`config.mk`:
```
export PLATFORM = sky130hd
export DESIGN_NAME = adbus_demux
export DESIGN_NICKNAME = d
export VERILOG_FILES = /design/src/rtl/adbus_pkg.sv /design/src/rtl/adbus_sampler.sv /design/src/rtl/adbus_fall_detect.sv /design/src/rtl/adbus_addr_hold.sv /design/src/rtl/adbus_wr_grab.sv /design/src/rtl/adbus_demux.sv
export SDC_FILE = /design/constraint.sdc
export NUM_CORES = 1
export LEC_CHECK = 0
export ABC_AREA = 1
export BUFFER_PORTS_ARGS = -buffer_cell sky130_fd_sc_hd__clkbuf_2
export CAP_MARGIN = 15
export CORE_MARGIN = 2
export CORE_UTILIZATION = 40
export DETAILED_ROUTE_END_ITERATION = 6
export GPL_ROUTABILITY_DRIVEN = 1
export GPL_TIMING_DRIVEN = 0
export PLACE_DENSITY = 0.63
export SETUP_SLACK_MARGIN = 0.3
export SYNTH_ARGS = -nofsm -noshare
export SYNTH_HDL_FRONTEND = slang
export SYNTH_SLANG_ARGS = --single-unit
```
`constraint.sdc`:
```
create_clock -name clk -period 1.4 [get_ports clk]
set_input_delay 0.28 -clock clk [delete_from_list [all_inputs] [get_ports clk]]
set_output_delay 0.28 -clock clk [all_outputs]
set_load 0.05 [all_outputs]
```
`src/rtl/adbus_pkg.sv`:
```
// Shared types for the address/data bus splitter.
// Assumes all bus control inputs are sampled on one system clock.
package adbus_pkg;
    // Sampled bus control lines
    typedef struct packed {
        logic strobe;   // address strobe
        logic ephase;   // E phase
        logic rdwr;     // 1 = read, 0 = write
    } ctrl_t;

    localparam int CTRL_W = 3;
endpackage

```
`src/rtl/adbus_sampler.sv`:
```
// Two-stage sample register for the shared bus and its control lines.
// Stage "cur" holds the latest sample and stage "prev" the one before.
// Assumes inputs are stable around the sampling edge.
module adbus_sampler
    import adbus_pkg::*;
#(
    parameter int BUS_W = 8
) (
    input  logic             clk,
    input  logic             rst_n,
    input  logic [BUS_W-1:0] bus_in,
    input  ctrl_t            ctrl_in,
    output logic [BUS_W-1:0] bus_cur,
    output logic [BUS_W-1:0] bus_prev,
    output ctrl_t            ctrl_cur,
    output ctrl_t            ctrl_prev
);
    // Shift the sampled bus and controls down two stages
    always_ff @(posedge clk) begin
        if (!rst_n) begin
            bus_cur   <= '0;
            bus_prev  <= '0;
            ctrl_cur  <= '0;
            ctrl_prev <= '0;
        end else begin
            bus_cur   <= bus_in;
            bus_prev  <= bus_cur;
            ctrl_cur  <= ctrl_in;
            ctrl_prev <= ctrl_cur;
        end
    end
endmodule

```
`src/rtl/adbus_fall_detect.sv`:
```
// Per-bit falling-edge detector on two consecutive samples.
// Assumes prev is the sample taken one clock before cur.
module adbus_fall_detect #(
    parameter int N = 2
) (
    input  logic [N-1:0] cur,
    input  logic [N-1:0] prev,
    output logic [N-1:0] fall
);
    for (genvar i = 0; i < N; i++) begin : g_bit
        // High then low marks a falling edge
        assign fall[i] = prev[i] & ~cur[i];
    end
endmodule

```
`src/rtl/adbus_addr_hold.sv`:
```
// Low-address holding register: loads on a strobe fall, holds otherwise.
// Assumes load_val is the bus sample taken while the strobe was high.
module adbus_addr_hold #(
    parameter int BUS_W = 8
) (
    input  logic             clk,
    input  logic             rst_n,
    input  logic             load,
    input  logic [BUS_W-1:0] load_val,
    output logic [BUS_W-1:0] addr_q
);
    // Capture the address on the strobe fall only
    always_ff @(posedge clk) begin
        if (!rst_n)    addr_q <= '0;
        else if (load) addr_q <= load_val;
    end
endmodule

```
`src/rtl/adbus_wr_grab.sv`:
```
// Write data capture: on an E fall during a write, takes the byte and pulses valid.
// Assumes is_read and byte_in are aligned with the last E-high sample.
module adbus_wr_grab #(
    parameter int BUS_W = 8
) (
    input  logic             clk,
    input  logic             rst_n,
    input  logic             e_fall,
    input  logic             is_read,
    input  logic [BUS_W-1:0] byte_in,
    output logic [BUS_W-1:0] data_q,
    output logic             valid_q
);
    logic take;
    // A write ends at the E fall when read/write was low
    assign take = e_fall & ~is_read;

    // Hold the written byte and raise a one-cycle valid
    always_ff @(posedge clk) begin
        if (!rst_n) begin
            data_q  <= '0;
            valid_q <= 1'b0;
        end else begin
            valid_q <= take;
            if (take) data_q <= byte_in;
        end
    end
endmodule

```
`src/rtl/adbus_demux.sv`:
```
// Top of the multiplexed address/data bus splitter.
// Samples the shared pins and controls. Holds the low address from the
// strobe fall on, and takes write data at the fall of E.
// Assumes a synchronous, active-low reset and one clock domain.
module adbus_demux
    import adbus_pkg::*;
#(
    parameter int BUS_W = 8
) (
    input  logic             clk,
    input  logic             rst_n,
    input  logic [BUS_W-1:0] ad_bus,
    input  logic             addr_strobe,
    input  logic             e_clk,
    input  logic             rd_wr_n,
    output logic [BUS_W-1:0] addr_lo,
    output logic [BUS_W-1:0] wr_data,
    output logic             wr_valid
);
    localparam int EDGE_N = 2;

    ctrl_t            ctrl_in, ctrl_cur, ctrl_prev;
    logic [BUS_W-1:0] bus_cur, bus_prev;
    logic [EDGE_N-1:0] edge_cur, edge_prev, edge_fall;
    logic             as_fall, e_fall;

    // Bundle the raw control lines
    assign ctrl_in = '{strobe: addr_strobe, ephase: e_clk, rdwr: rd_wr_n};

    adbus_sampler #(.BUS_W(BUS_W)) u_sample (
        .clk      (clk),
        .rst_n    (rst_n),
        .bus_in   (ad_bus),
        .ctrl_in  (ctrl_in),
        .bus_cur  (bus_cur),
        .bus_prev (bus_prev),
        .ctrl_cur (ctrl_cur),
        .ctrl_prev(ctrl_prev)
    );

    // Bit 0 = strobe, bit 1 = E phase
    assign edge_cur  = {ctrl_cur.ephase,  ctrl_cur.strobe};
    assign edge_prev = {ctrl_prev.ephase, ctrl_prev.strobe};

    adbus_fall_detect #(.N(EDGE_N)) u_fall (
        .cur (edge_cur),
        .prev(edge_prev),
        .fall(edge_fall)
    );

    assign as_fall = edge_fall[0];
    assign e_fall  = edge_fall[1];

    adbus_addr_hold #(.BUS_W(BUS_W)) u_addr (
        .clk     (clk),
        .rst_n   (rst_n),
        .load    (as_fall),
        .load_val(bus_prev),
        .addr_q  (addr_lo)
    );

    adbus_wr_grab #(.BUS_W(BUS_W)) u_wr (
        .clk    (clk),
        .rst_n  (rst_n),
        .e_fall (e_fall),
        .is_read(ctrl_prev.rdwr),
        .byte_in(bus_prev),
        .data_q (wr_data),
        .valid_q(wr_valid)
    );
endmodule

```
======== Word-level counts from Yosys, hierarchy flattened ========
Cells that the tools add are included.
W data, S select, Z words.
word-level totals
  register bits ........................... 39
  logic and storage cells ................. 17
  bits of input ports ..................... 13
operators by class
  bitwise gates (word level) .............. 6
operators with widths
  cell           number
  $and A1 B1 Y1  3
  $not A1 Y1     3

======== Depth between registers and ports, before layout ========
Gate-level depths: netlist (run 1).
  depth in word-level cells ............... 3
  mapped depth ............................ 6
  gate-level depth less buffers ........... 5

======== Modules after synthesis ========
From an unflattened synthesis (run 1), not the netlist that was laid out.
unflattened totals
  cell total of the unflattened synthesis .. 178
  area total of the unflattened synthesis .. 1387.6 um^2
modules (own cells, without submodules)
  module             seq. area each (um^2)  times used  area an instance (um^2)  cells an instance
  adbus_sampler      440.4                  1           628.1                    68
  adbus_wr_grab      180.2                  1           382.9                    55
  adbus_addr_hold    160.2                  1           356.6                    51
  adbus_fall_detect  0.0                    1           20.0                     4

======== Worst setup path after synthesis (run 1) ========
Ideal clock, no wire load.
  path type ............................... reg2reg
  start point ............................. register u_wr.data_q[6] (netlist name)
  end point ............................... register u_wr.data_q[6]
  data arrival time ....................... 0.881 ns
  required time ........................... 1.336 ns
  library setup time ...................... 0.064 ns
  period minus slack after synthesis ...... 0.945 ns
  slack ................................... 0.455 ns
  stages on the path, launching flop included .. 5
  path through ............................ dfxtp_1 -> inv_1 -> nand2_2 -> nand2_1 -> nor2_1
RTL lines
  item                  line                 RTL
  end signal, assigned  adbus_wr_grab.sv:25  if (take) data_q <= byte_in;
  end, declared         adbus_wr_grab.sv:11  output logic [BUS_W-1:0] data_q,

======== Final worst setup path (run 1) ========
  start point ............................. register u_addr.addr_q[3]
  end point ............................... output port addr_lo[3]
RTL lines
  item                    line                   RTL
  start, declared         adbus_addr_hold.sv:10  output logic [BUS_W-1:0] addr_q
  start signal, assigned  adbus_addr_hold.sv:15  else if (load) addr_q <= load_val;
  end, declared           adbus_demux.sv:16      output logic [BUS_W-1:0] addr_lo,
No word-level cell between the ends.

==> metrics.txt, run 1 <==
# TYPE chip_impl_metric gauge
chip_impl_info{name="outcome",value="complete, no violations"} 1
chip_impl_metric{name="hold_buffers",unit=""} 0
chip_impl_metric{name="final-setup-viol-count",unit=""} 0
chip_impl_info{name="netlist.top_cell.by_area",value="sky130_fd_sc_hd__dfxtp_1"} 1
chip_impl_metric{name="synth-warning-count",unit=""} 0
chip_impl_metric{name="crit_required",unit="ns"} 1.12
chip_impl_metric{name="final_area",unit="um^2"} 1730
chip_impl_metric{name="grt_start_max_net_pins",unit=""} 13
chip_impl_metric{name="clock_skew",unit="ns"} 0.00600
chip_impl_metric{name="grt.overflow.total",unit=""} 0
chip_impl_info{name="hold_path_class",value="input port to flop"} 1
chip_impl_metric{name="timing.max_cap.violations",unit=""} 0
chip_impl_metric{name="die_x",unit="um"} 60.8
chip_impl_metric{name="inserted_clock_buffers",unit=""} 5
chip_impl_metric{name="drive_above_1_share",unit="%"} 32.1
chip_impl_metric{name="std_cell_rows",unit=""} 20
chip_impl_metric{name="critical_path_arrival",unit="ns"} 0.85
chip_impl_info{name="cp-start-kind",value="flop"} 1
chip_impl_metric{name="place.port_buffers",unit=""} 28
chip_impl_metric{name="finish.net_count",unit=""} 208
chip_impl_metric{name="leakagePower",unit="nW"} 0.965
chip_impl_metric{name="number_of_global_route_vias_before_repair",unit=""} 863
chip_impl_metric{name="core_box_area",unit="um^2"} 3050
chip_impl_info{name="commonest_non_fill_non_tap_cell_in_the_layout",value="sky130_fd_sc_hd__nand2_1"} 1
chip_impl_metric{name="fin_crit",unit="ns"} 1.13
chip_impl_metric{name="switching_share",unit="%"} 26.5
chip_impl_metric{name="antenna_violating_nets_post_route",unit=""} 0
chip_impl_metric{name="clk_pin_slew_worst_paths",unit="ns"} 0.11
chip_impl_metric{name="floorplan.die_area",unit="um^2"} 3700
chip_impl_metric{name="post_synth.cell_area_avg",unit="um^2"} 8.07
chip_impl_info{name="r2r-end",value="u_addr.addr_q[1]"} 1
chip_impl_metric{name="initial_utilization",unit="%"} 42.3
chip_impl_info{name="root_buffer",value="sky130_fd_sc_hd__clkbuf_4"} 1
chip_impl_metric{name="mappedNetlistNets",unit=""} 173
chip_impl_metric{name="detail_route.iter0.violations",unit=""} 10
chip_impl_info{name="synthTopCellsByArea",value="sky130_fd_sc_hd__dfxtp_1, sky130_fd_sc_hd__nand2_1, sky130_fd_sc_hd__inv_1, sky130_fd_sc_hd__nor2_1, sky130_fd_sc_hd__o21ai_0"} 1
chip_impl_metric{name="finalMaxSlewViolations",unit=""} 0
chip_impl_metric{name="timing.hold.worst_path_depth",unit=""} 3
chip_impl_metric{name="first_pass_iters",unit=""} 4
chip_impl_info{name="worst_path_max_delay_cell",value="sky130_fd_sc_hd__dfxtp_2"} 1
chip_impl_metric{name="num_vias",unit=""} 975
chip_impl_info{name="timing.rr.start",value="u_sample.ctrl_cur[2]"} 1
chip_impl_metric{name="power_frac_comb",unit="%"} 12.7
chip_impl_metric{name="die_extent_in_y",unit="um"} 60.8
chip_impl_metric{name="syn-cell-area",unit="um^2"} 1290
chip_impl_metric{name="total_switching_power",unit="uW"} 525
chip_impl_info{name="hp-start",value="addr_strobe"} 1
chip_impl_metric{name="dp.cells",unit=""} 232
chip_impl_metric{name="global_route_wire_length_before_repair",unit="um"} 3590
chip_impl_metric{name="grt_antenna_before_repair",unit=""} 0
chip_impl_metric{name="clock.fmax",unit="MHz"} 882
chip_impl_metric{name="average_wire_length_per_cell_after_detail_routing",unit="um"} 8.75
chip_impl_metric{name="vdd.ir_drop.worst",unit="V"} 0.000577
chip_impl_metric{name="n_antenna_cell",unit=""} 0
chip_impl_metric{name="worst-slew-pin-transition",unit="ns"} 0.229
chip_impl_info{name="tritoncts",value="yes"} 1
chip_impl_metric{name="relSlewSlack",unit="%"} 84.7
chip_impl_metric{name="route.final.wire_length",unit="um"} 2100
chip_impl_metric{name="finish.utilization",unit="%"} 56.7
chip_impl_metric{name="r2r.worst_path.cells",unit=""} 5
chip_impl_info{name="min_to",value="u_sample.ctrl_cur[2]"} 1
chip_impl_metric{name="ff2ff_setup_slack",unit="ns"} 0.47
chip_impl_metric{name="cp_num_buf_inv",unit=""} 1
chip_impl_metric{name="globalplace.congestion",unit=""} 0.788
chip_impl_metric{name="post-route-period-util",unit="%"} 81.0
chip_impl_info{name="critPathTopFamily",value="flip-flops"} 1
chip_impl_metric{name="cts_sinks",unit=""} 39
chip_impl_metric{name="clock_tree.htree_level_count",unit=""} 2
chip_impl_metric{name="clock_power_share",unit="%"} 27.1
chip_impl_info{name="grt_setup_unrepaired",value="true"} 1
chip_impl_metric{name="clock_insertion_delay_worst_skew",unit="ns"} 0.34
chip_impl_metric{name="ctsLongestPathBuffers",unit=""} 2
chip_impl_metric{name="yosysSeqAreaShare",unit="%"} 60.5
chip_impl_metric{name="area_growth",unit="%"} 34.0
chip_impl_info{name="critPathCaptureType",value="primary output"} 1
chip_impl_metric{name="power.share.sequential",unit="%"} 60.2
chip_impl_metric{name="synth_cells",unit=""} 160
chip_impl_metric{name="vias_per_cell",unit=""} 4.06
chip_impl_metric{name="drt_drc_violations_left",unit=""} 0
chip_impl_metric{name="report.final.hold_viol_count",unit=""} 0
chip_impl_info{name="setup.worst_path.class",value="flop to primary output"} 1
chip_impl_metric{name="synth_seq_cells",unit=""} 39
chip_impl_metric{name="ioPinCount",unit=""} 30
chip_impl_metric{name="internal_power",unit="mW"} 1.46
chip_impl_metric{name="place.detailed.hpwl",unit="um"} 1540
chip_impl_metric{name="critical-path-max-stage-delay",unit="ns"} 0.37
chip_impl_info{name="critical_path.cell_chain",value="buf_8"} 1
chip_impl_metric{name="grtUsageTotal",unit="%"} 13.8
chip_impl_metric{name="pd_cells",unit="nW/um^2"} 1150
chip_impl_metric{name="hold_worst_slack",unit="ns"} 0.114
chip_impl_metric{name="largest_fanout_of_any_net_on_the_critical_path",unit=""} 2
chip_impl_info{name="most-common-layout-cells",value="sky130_fd_sc_hd__nand2_1, sky130_fd_sc_hd__inv_1, sky130_fd_sc_hd__nor2_1"} 1
chip_impl_metric{name="proportion_of_netlist_area_held_by_the_largest_area_contributor",unit="%"} 60.5
chip_impl_metric{name="synth_cell_type_count",unit=""} 11
chip_impl_metric{name="fin_setup_tns",unit="ns"} 0
chip_impl_metric{name="finish.cell_count_without_fillers",unit=""} 240
chip_impl_metric{name="post_detailed_placement_cell_area",unit="um^2"} 1490
==> final cells by class <==
class                      count  area, um^2
multi-input combinational     81         333
inverter                      35         131
fill                         305        1320
tap                           44        55.1
timing repair buffer          28         310
sequential                    39         802
clock buffer                   5        37.5
clock inverter                 3        15.0
buffer                         5        46.3
==> logic make-up (layout without fill, tap and decap cells) <==
group                  after synthesis  count (layout)  share of synthesized area [%]
and+or+nand+nor                     73              73                           22.7
buffers and inverters               40              76                           13.8
DFF                                 39              39                           60.5
AOI/OAI and AO/OA                    8               8                           3.10
==> worst max path at each step <==
stage	start	endpoint	slack [ns]	cells past startpoint
after floorplan	u_wr.data_q[6]	u_wr.data_q[6]	0.46	4
after global placement	u_sample.ctrl_cur[1]	u_wr.data_q[4]	0.50	5
after detailed placement	u_sample.ctrl_cur[1]	u_wr.data_q[0]	0.47	5
after CTS	u_addr.addr_q[2]	addr_lo[2]	0.23	1
after global routing	u_addr.addr_q[3]	addr_lo[3]	0.22	1
final	u_addr.addr_q[3]	addr_lo[3]	0.27	1
==> timing repair <==
action / 4_1_cts / 5_1_grt
endpoints found under the hold margin: 0 / 0
setup buffers: 0 / 0
setup endpoints to repair: 17 / 17
gates resized for setup: 51 / 17
==> synthesized netlist by cell type <==
| cell | n |
|---|---|
| sky130_fd_sc_hd__inv_1 | 33 |
| sky130_fd_sc_hd__buf_6 | 2 |
| sky130_fd_sc_hd__buf_2 | 2 |
| sky130_fd_sc_hd__nand3_4 | 1 |
| sky130_fd_sc_hd__nand2_2 | 2 |
| sky130_fd_sc_hd__clkbuf_8 | 1 |
| sky130_fd_sc_hd__dfxtp_1 | 39 |
| sky130_fd_sc_hd__inv_2 | 2 |
| sky130_fd_sc_hd__o21ai_0 | 8 |
| sky130_fd_sc_hd__nand2_1 | 37 |
| sky130_fd_sc_hd__nor2_1 | 33 |
==> metrics by stage <==
stage	power [mW]	setup slack (ns)
after global routing	2.09	0.218
after floorplan	1.36	0.455
after global placement	1.41	0.498
after CTS	1.99	0.231
final	1.98	0.266
after detailed placement	1.42	0.468
==> power groups by stage <==
stage	Clock, mW	Combinational (mW)	Sequential, mW
5_1_grt	0.615	0.277	1.20
3_3_place_gp	0	0.209	1.21
4_1_cts	0.558	0.245	1.19
6_report	0.536	0.252	1.19
3_5_place_dp	0	0.213	1.21
2_1_floorplan	0	0.0870	1.28
==> sequential cells by signal (all words and copies together) (netlist names) <==
name and flops:
u_sample.bus_cur 8, u_wr.valid_q 1, u_sample.bus_prev 8, u_wr.data_q 8, u_addr.addr_q 8, u_sample.ctrl_cur 3
u_sample.ctrl_prev 3
==> per-layer routing <==
layer / wire length [um] / GRT usage [%] / up-vias
met2: 1080 / 23.3 / 27
met5: 0 / 0 / -
li1: - / - / 524
met1: 858 / 14.8 / 416
met4: 53 / 7.45 / 0
met3: 108 / 5.12 / 8
Note: power is estimated with default switching activity, not from simulation.
==> inputs of run 2 (changes only) <==
--- a/config.mk
+++ b/config.mk
@@ -13,7 +13,7 @@
 export DETAILED_ROUTE_END_ITERATION = 6
 export GPL_ROUTABILITY_DRIVEN = 1
 export GPL_TIMING_DRIVEN = 0
-export PLACE_DENSITY = 0.63
+export PLACE_DENSITY = 0.66
 export SETUP_SLACK_MARGIN = 0.3
 export SYNTH_ARGS = -nofsm -noshare
 export SYNTH_HDL_FRONTEND = slang
==> constraint.sdc (replaced) <==
create_clock -name clk -period 0.95 [get_ports clk]
set_input_delay 0.19 -clock clk [delete_from_list [all_inputs] [get_ports clk]]
set_output_delay 0.19 -clock clk [all_outputs]
set_load 0.05 [all_outputs]
==> run 2 against run 1 <==
The flow now finishes with violations (negative setup slack). Combinational power grew 81%. Count of clock-buffer cells in the layout grew 2. First-iteration DRC count shrank 20%. Non-clock buffer count grew 2. Sequential share of layout area shrank 5.3 points. Cell count grew 1.3%. Clock power grew 57%. Largest cell class unchanged. Worst setup slack lost 0.37 ns. Sequential power grew 46%. Utilization grew 11 points.
==> metrics.txt, run 2 (synthesis gave the netlist of run 1 again) <==
# TYPE chip_impl_metric gauge
chip_impl_metric{name="grt_start_max_net_pins",unit=""} 12
chip_impl_metric{name="finish.net_count",unit=""} 211
chip_impl_info{name="worst_path_max_delay_cell",value="sky130_fd_sc_hd__dfxtp_4"} 1
chip_impl_metric{name="grt.overflow.total",unit=""} 0
chip_impl_info{name="critical_path.cell_chain",value="clkbuf_16"} 1
chip_impl_metric{name="fin_crit",unit="ns"} 1.05
chip_impl_metric{name="clock.fmax",unit="MHz"} 948
chip_impl_info{name="hold_path_class",value="input port to flop"} 1
chip_impl_metric{name="finalPower",unit="mW"} 3.04
chip_impl_metric{name="critical_path_arrival",unit="ns"} 0.86
chip_impl_metric{name="core_box_area",unit="um^2"} 3050
chip_impl_metric{name="drive_above_1_share",unit="%"} 44.7
chip_impl_metric{name="finalMaxSlewViolations",unit=""} 0
chip_impl_info{name="critPathCaptureType",value="primary output"} 1
chip_impl_metric{name="drt_drc_violations_left",unit=""} 0
chip_impl_info{name="commonest_non_fill_non_tap_cell_in_the_layout",value="sky130_fd_sc_hd__nand2_1"} 1
chip_impl_metric{name="initial_utilization",unit="%"} 42.3
chip_impl_metric{name="worst-slew-pin-transition",unit="ns"} 0.238
chip_impl_metric{name="inserted_clock_buffers",unit=""} 5
chip_impl_metric{name="leakagePower",unit="nW"} 1.05
chip_impl_metric{name="post_detailed_placement_cell_area",unit="um^2"} 1560
chip_impl_metric{name="finish.utilization",unit="%"} 67.6
chip_impl_metric{name="place.detailed.hpwl",unit="um"} 1520
chip_impl_info{name="grt_setup_unrepaired",value="true"} 1
chip_impl_metric{name="clock_skew",unit="ns"} 0.00671
chip_impl_metric{name="place.port_buffers",unit=""} 28
chip_impl_metric{name="average_wire_length_per_cell_after_detail_routing",unit="um"} 9.41
chip_impl_metric{name="grtUsageTotal",unit="%"} 14.7
chip_impl_info{name="cp-start-kind",value="flop"} 1
chip_impl_metric{name="fin_setup_tns",unit="ns"} -1.62
chip_impl_metric{name="post-route-period-util",unit="%"} 111
chip_impl_metric{name="num_vias",unit=""} 991
chip_impl_metric{name="vias_per_cell",unit=""} 4.08
chip_impl_metric{name="final-setup-viol-count",unit=""} 17
chip_impl_info{name="most-common-layout-cells",value="sky130_fd_sc_hd__nand2_1, sky130_fd_sc_hd__inv_1, sky130_fd_sc_hd__nor2_1"} 1
chip_impl_metric{name="area_growth",unit="%"} 59.9
chip_impl_metric{name="vdd.ir_drop.worst",unit="V"} 0.000802
chip_impl_metric{name="number_of_global_route_vias_before_repair",unit=""} 991
chip_impl_metric{name="die_extent_in_y",unit="um"} 60.8
chip_impl_metric{name="final_area",unit="um^2"} 2060
chip_impl_info{name="tritoncts",value="yes"} 1
chip_impl_metric{name="timing.max_cap.violations",unit=""} 0
chip_impl_metric{name="globalplace.congestion",unit=""} 0.709
chip_impl_metric{name="report.final.hold_viol_count",unit=""} 0
chip_impl_metric{name="postLayoutSetupSlackWorst",unit="ns"} -0.105
chip_impl_metric{name="crit_required",unit="ns"} 0.76
chip_impl_metric{name="largest_fanout_of_any_net_on_the_critical_path",unit=""} 2
chip_impl_metric{name="n_antenna_cell",unit=""} 0
chip_impl_metric{name="antenna_violating_nets_post_route",unit=""} 0
chip_impl_metric{name="first_pass_iters",unit=""} 4
chip_impl_metric{name="cts_sinks",unit=""} 39
chip_impl_metric{name="ioPinCount",unit=""} 30
chip_impl_info{name="outcome",value="finished with violations"} 1
chip_impl_metric{name="clk_pin_slew_worst_paths",unit="ns"} 0.11
chip_impl_info{name="critPathTopFamily",value="flip-flops"} 1
chip_impl_info{name="violations_in_the_final_reports",value="negative setup slack"} 1
chip_impl_metric{name="pd_cells",unit="nW/um^2"} 1470
chip_impl_metric{name="std_cell_rows",unit=""} 20
chip_impl_metric{name="grt_antenna_before_repair",unit=""} 0
chip_impl_info{name="setup.worst_path.class",value="flop to primary output"} 1
chip_impl_metric{name="clock_tree.htree_level_count",unit=""} 2
chip_impl_info{name="root_buffer",value="sky130_fd_sc_hd__clkbuf_4"} 1
chip_impl_metric{name="die_x",unit="um"} 60.8
chip_impl_metric{name="ff2ff_setup_slack",unit="ns"} 0.03
chip_impl_metric{name="route.final.wire_length",unit="um"} 2290
chip_impl_metric{name="critical-path-max-stage-delay",unit="ns"} 0.37
chip_impl_metric{name="clock_insertion_delay_worst_skew",unit="ns"} 0.33
chip_impl_metric{name="global_route_wire_length_before_repair",unit="um"} 3950
chip_impl_metric{name="detail_route.iter0.violations",unit=""} 8
chip_impl_metric{name="relSlewSlack",unit="%"} 84.1
chip_impl_metric{name="ctsLongestPathBuffers",unit=""} 2
chip_impl_metric{name="cp_num_buf_inv",unit=""} 1
chip_impl_metric{name="floorplan.die_area",unit="um^2"} 3700
[run 2: cell types whose count changed in the layout (fill, tap and decap cells not counted), sizes merged]
cell,delta
buf,-14
clkbuf,+18
clkinv,-2
nand2,+1
[run 2: layout make-up]
type                       count  area [um^2]
inverter                      35          136
multi-input combinational     82          424
tap                           44         55.1
buffer                         5         50.0
sequential                    39          847
fill                         244          988
clock buffer                   7         55.1
clock inverter                 1         3.75
timing repair buffer          30          493
[run 2: path summary, 6_finish.rpt]
check | from | end | cells after the start
hold reg to reg | u_sample.bus_cur[3] | u_sample.bus_prev[3] | 2
setup reg to reg | u_sample.ctrl_cur[1] | u_wr.data_q[6] | 6
setup / recovery | u_wr.data_q[1] | wr_data[1] | 1
hold / removal | addr_strobe | u_sample.ctrl_cur[2] | 3
[run 2: per-stage QoR]
step	cells	setup WS [ns]	hold slack, ns
after floorplan	160	0.134	0.283
after global placement	232	0.0454	0.370
after detailed placement	232	0.0400	0.375
after CTS	243	-0.118	0.0156
after global routing	243	-0.146	0.0217
final	243	-0.105	0.0340
[run 2: routing by layer]
layer	track usage (%)	wire length [um]	part of all wire [%]	vias to the layer above
met3	5.12	116	5.1	3
met1	15.9	997	44	431
li1	-	-	-	530
met5	0	0	0	-
met4	7.45	28	1.2	0
met2	25.5	1140	50	27
[run 2: where the power goes]
part           internal (mW)  switching (mW)
clock network          0.355           0.489
registers               1.69          0.0548
logic                  0.221           0.235
total                   2.26           0.778
[run 2: repair_timing]
action | CTS | global route
endpoints found under the hold margin | 0 | 0
setup buffers | 1 | 0
hold buffers | 0 | 0
pin swaps | 5 | 2
gates cloned | 2 | 0
setup endpoints to repair | 34 | 34
resized for setup | 82 | 8
==> inputs of run 3 (changes only) <==
--- a/config.mk
+++ b/config.mk
@@ -8,7 +8,6 @@
 export ABC_AREA = 1
 export BUFFER_PORTS_ARGS = -buffer_cell sky130_fd_sc_hd__clkbuf_2
 export CAP_MARGIN = 15
-export CORE_MARGIN = 2
 export CORE_UTILIZATION = 40
 export DETAILED_ROUTE_END_ITERATION = 6
 export GPL_ROUTABILITY_DRIVEN = 1
==> run 3 against run 2 <==
The run still ends with negative setup slack left. Critical path depth unchanged. Sequential share of layout area is 1.6 points lower. Largest power group unchanged. Worst hold slack worse by 0.014 ns. Final area grew 4.5%. Count of clock-buffer cells in the layout fell by 1.
==> metrics.txt, run 3 (synthesis gave the netlist of run 1 again) <==
# TYPE chip_impl_metric gauge
chip_impl_info{name="outcome",value="finished with violations"} 1
chip_impl_info{name="violations_in_the_final_reports",value="negative setup slack"} 1
chip_impl_metric{name="report.final.hold_viol_count",unit=""} 0
chip_impl_metric{name="total_switching_power",unit="uW"} 823
chip_impl_metric{name="area_growth",unit="%"} 67.2
chip_impl_metric{name="worst-path-stages",unit=""} 1
chip_impl_metric{name="inserted_clock_buffers",unit=""} 5
chip_impl_info{name="r2r-end",value="u_wr.data_q[0]"} 1
chip_impl_metric{name="timing.max_cap.violations",unit=""} 0
chip_impl_metric{name="postLayoutSetupSlackWorst",unit="ns"} -0.122
chip_impl_metric{name="first_pass_iters",unit=""} 3
chip_impl_metric{name="ctsLongestPathBuffers",unit=""} 2
chip_impl_metric{name="critical-path-max-stage-delay",unit="ns"} 0.37
chip_impl_info{name="critical_path.cell_chain",value="clkbuf_16"} 1
chip_impl_metric{name="floorplan.die_area",unit="um^2"} 3460
chip_impl_metric{name="relSlewSlack",unit="%"} 82.8
chip_impl_info{name="timing.rr.start",value="u_sample.ctrl_cur[1]"} 1
chip_impl_metric{name="clock_power_share",unit="%"} 26.0
chip_impl_metric{name="r2r.worst_path.cells",unit=""} 5
chip_impl_info{name="most-common-layout-cells",value="sky130_fd_sc_hd__nand2_1, sky130_fd_sc_hd__inv_1, sky130_fd_sc_hd__nor2_1"} 1
chip_impl_metric{name="hold_worst_slack",unit="ns"} 0.0200
chip_impl_metric{name="die_x",unit="um"} 58.8
chip_impl_info{name="worst_path_max_delay_cell",value="sky130_fd_sc_hd__dfxtp_4"} 1
chip_impl_metric{name="post-route-period-util",unit="%"} 113
chip_impl_metric{name="timing.hold.worst_path_depth",unit=""} 3
chip_impl_info{name="tritoncts",value="yes"} 1
chip_impl_metric{name="global_route_wire_length_before_repair",unit="um"} 4100
chip_impl_info{name="hold_path_class",value="input port to flop"} 1
chip_impl_metric{name="initial_utilization",unit="%"} 42.3
chip_impl_metric{name="grt_start_max_net_pins",unit=""} 12
chip_impl_metric{name="n_antenna_cell",unit=""} 0
chip_impl_metric{name="cts_sinks",unit=""} 39
chip_impl_info{name="hp-start",value="ad_bus[2]"} 1
chip_impl_metric{name="internal_power",unit="mW"} 2.20
chip_impl_metric{name="grt.overflow.total",unit=""} 0
chip_impl_metric{name="hold_buffers",unit=""} 0
chip_impl_info{name="setup.worst_path.class",value="flop to primary output"} 1
chip_impl_info{name="grt_setup_unrepaired",value="true"} 1
chip_impl_metric{name="clock_insertion_delay_worst_skew",unit="ns"} 0.35
chip_impl_info{name="critPathCaptureType",value="primary output"} 1
chip_impl_metric{name="die_extent_in_y",unit="um"} 58.8
chip_impl_metric{name="route.final.wire_length",unit="um"} 2530
chip_impl_metric{name="clock_skew",unit="ns"} 0.0137
chip_impl_metric{name="finish.utilization",unit="%"} 70.7
chip_impl_metric{name="leakagePower",unit="nW"} 1.08
chip_impl_metric{name="globalplace.congestion",unit=""} 0.733
chip_impl_metric{name="std_cell_rows",unit=""} 20
chip_impl_metric{name="drive_above_1_share",unit="%"} 46.8
chip_impl_metric{name="crit_required",unit="ns"} 0.76
chip_impl_info{name="root_buffer",value="sky130_fd_sc_hd__clkbuf_4"} 1
chip_impl_metric{name="grt_antenna_before_repair",unit=""} 0
chip_impl_metric{name="drt_drc_violations_left",unit=""} 0
chip_impl_info{name="cp-start-kind",value="flop"} 1
chip_impl_metric{name="clk_pin_slew_worst_paths",unit="ns"} 0.11
chip_impl_metric{name="critical_path_arrival",unit="ns"} 0.88
chip_impl_metric{name="power.share.sequential",unit="%"} 57.7
chip_impl_metric{name="ioPinCount",unit=""} 30
chip_impl_metric{name="clock_tree.htree_level_count",unit=""} 2
chip_impl_metric{name="power_frac_comb",unit="%"} 16.3
chip_impl_metric{name="num_vias",unit=""} 1008
chip_impl_metric{name="antenna_violating_nets_post_route",unit=""} 0
chip_impl_metric{name="switching_share",unit="%"} 27.2
chip_impl_metric{name="clock.fmax",unit="MHz"} 933
chip_impl_metric{name="vias_per_cell",unit=""} 4.05
chip_impl_metric{name="ff2ff_setup_slack",unit="ns"} 0.05
chip_impl_metric{name="worst-slew-pin-transition",unit="ns"} 0.257
chip_impl_metric{name="pd_cells",unit="nW/um^2"} 1400
chip_impl_metric{name="finalMaxSlewViolations",unit=""} 0
chip_impl_metric{name="fin_crit",unit="ns"} 1.07
chip_impl_metric{name="number_of_global_route_vias_before_repair",unit=""} 942
chip_impl_metric{name="largest_fanout_of_any_net_on_the_critical_path",unit=""} 2
chip_impl_metric{name="place.port_buffers",unit=""} 28
chip_impl_metric{name="grtUsageTotal",unit="%"} 16.9
chip_impl_metric{name="core_box_area",unit="um^2"} 3050
chip_impl_metric{name="number_of_fill_cells",unit=""} 241
chip_impl_metric{name="place.detailed.hpwl",unit="um"} 1480
chip_impl_metric{name="cp_num_buf_inv",unit=""} 1
chip_impl_metric{name="final-setup-viol-count",unit=""} 17
chip_impl_metric{name="average_wire_length_per_cell_after_detail_routing",unit="um"} 10.2
chip_impl_metric{name="detail_route.iter0.violations",unit=""} 14
chip_impl_info{name="critPathTopFamily",value="flip-flops"} 1
chip_impl_metric{name="finish.net_count",unit=""} 217
chip_impl_info{name="min_to",value="u_sample.bus_cur[2]"} 1
chip_impl_metric{name="vdd.ir_drop.worst",unit="V"} 0.000733
chip_impl_info{name="commonest_non_fill_non_tap_cell_in_the_layout",value="sky130_fd_sc_hd__nand2_1"} 1
## run 3: cell count changes in the layout (fill, tap and decap cells not counted), sizes merged
cell and delta:
clkinv +2, buf +5, inv -1, nand3 +1
clkbuf -1
## run 3: final cells by class
cell class                 count  area, um^2  share of cell area, %
sequential                    39         852                   39.5
timing repair buffer          35         531                   24.6
multi-input combinational     83         475                   22.0
inverter                      35         146                   6.78
tap                           44        55.1                   2.55
buffer                         5        50.0                   2.32
clock buffer                   6        41.3                   1.91
clock inverter                 2        7.51                  0.348
## run 3: power by group through the flow
stage / logic [mW] / registers, mW / clock network, mW
after global routing: 0.530 / 1.75 / 0.868
after CTS: 0.461 / 1.74 / 0.807
final: 0.493 / 1.74 / 0.785
after floorplan: 0.130 / 1.86 / 0
after detailed placement: 0.314 / 1.76 / 0
after global placement: 0.310 / 1.75 / 0
## run 3: through the flow
stage | TNS [ns] | cells | total power [mW] | area [um^2] | worst slack (ns)
finish | -1.91 | 249 | 3.02 | 2160 | -0.122
global route | -2.57 | 249 | 3.15 | 2160 | -0.160
floorplan | 0 | 160 | 1.99 | 1360 | 0.134
detailed placement | 0 | 232 | 2.07 | 1560 | 0.0360
CTS | -2.13 | 247 | 3.01 | 2060 | -0.133
global placement | 0 | 232 | 2.06 | 1560 | 0.0638
## run 3: how the worst max path moves through the flow
stage	from	endpoint	slack, ns
finish	u_addr.addr_q[0]	addr_lo[0]	-0.12
global route	u_addr.addr_q[5]	addr_lo[5]	-0.16
CTS	u_addr.addr_q[0]	addr_lo[0]	-0.13
detailed placement	u_sample.ctrl_cur[1]	u_wr.data_q[0]	0.04
global placement	u_sample.ctrl_cur[1]	u_wr.data_q[0]	0.06
floorplan	u_sample.ctrl_cur[1]	u_wr.data_q[0]	0.13
## run 3: per-layer routing
layer | vias up | wire (um) | global-route usage [%]
met3 | 6 | 120 | 6.81
met1 | 429 | 1120 | 19.4
li1 | 546 | - | -
met5 | - | 0 | 0
met4 | 0 | 46 | 10.2
met2 | 27 | 1250 | 26.3
## run 3: worst register-to-register path: cells and delay by family, from the launching register on
kind / cells / cell delay [ns]
AND/OR/NAND/NOR: 3 / 0.24
buffers and inverters: 2 / 0.24
flip-flops: 1 / 0.33
## run 3: what timing repair did
item                                    4_1_cts  5_1_grt
pin swaps                                     5        5
endpoints found under the setup margin       34       34
cloned                                        3        0
setup buffers                                 4        2
gates resized for setup                      81       22
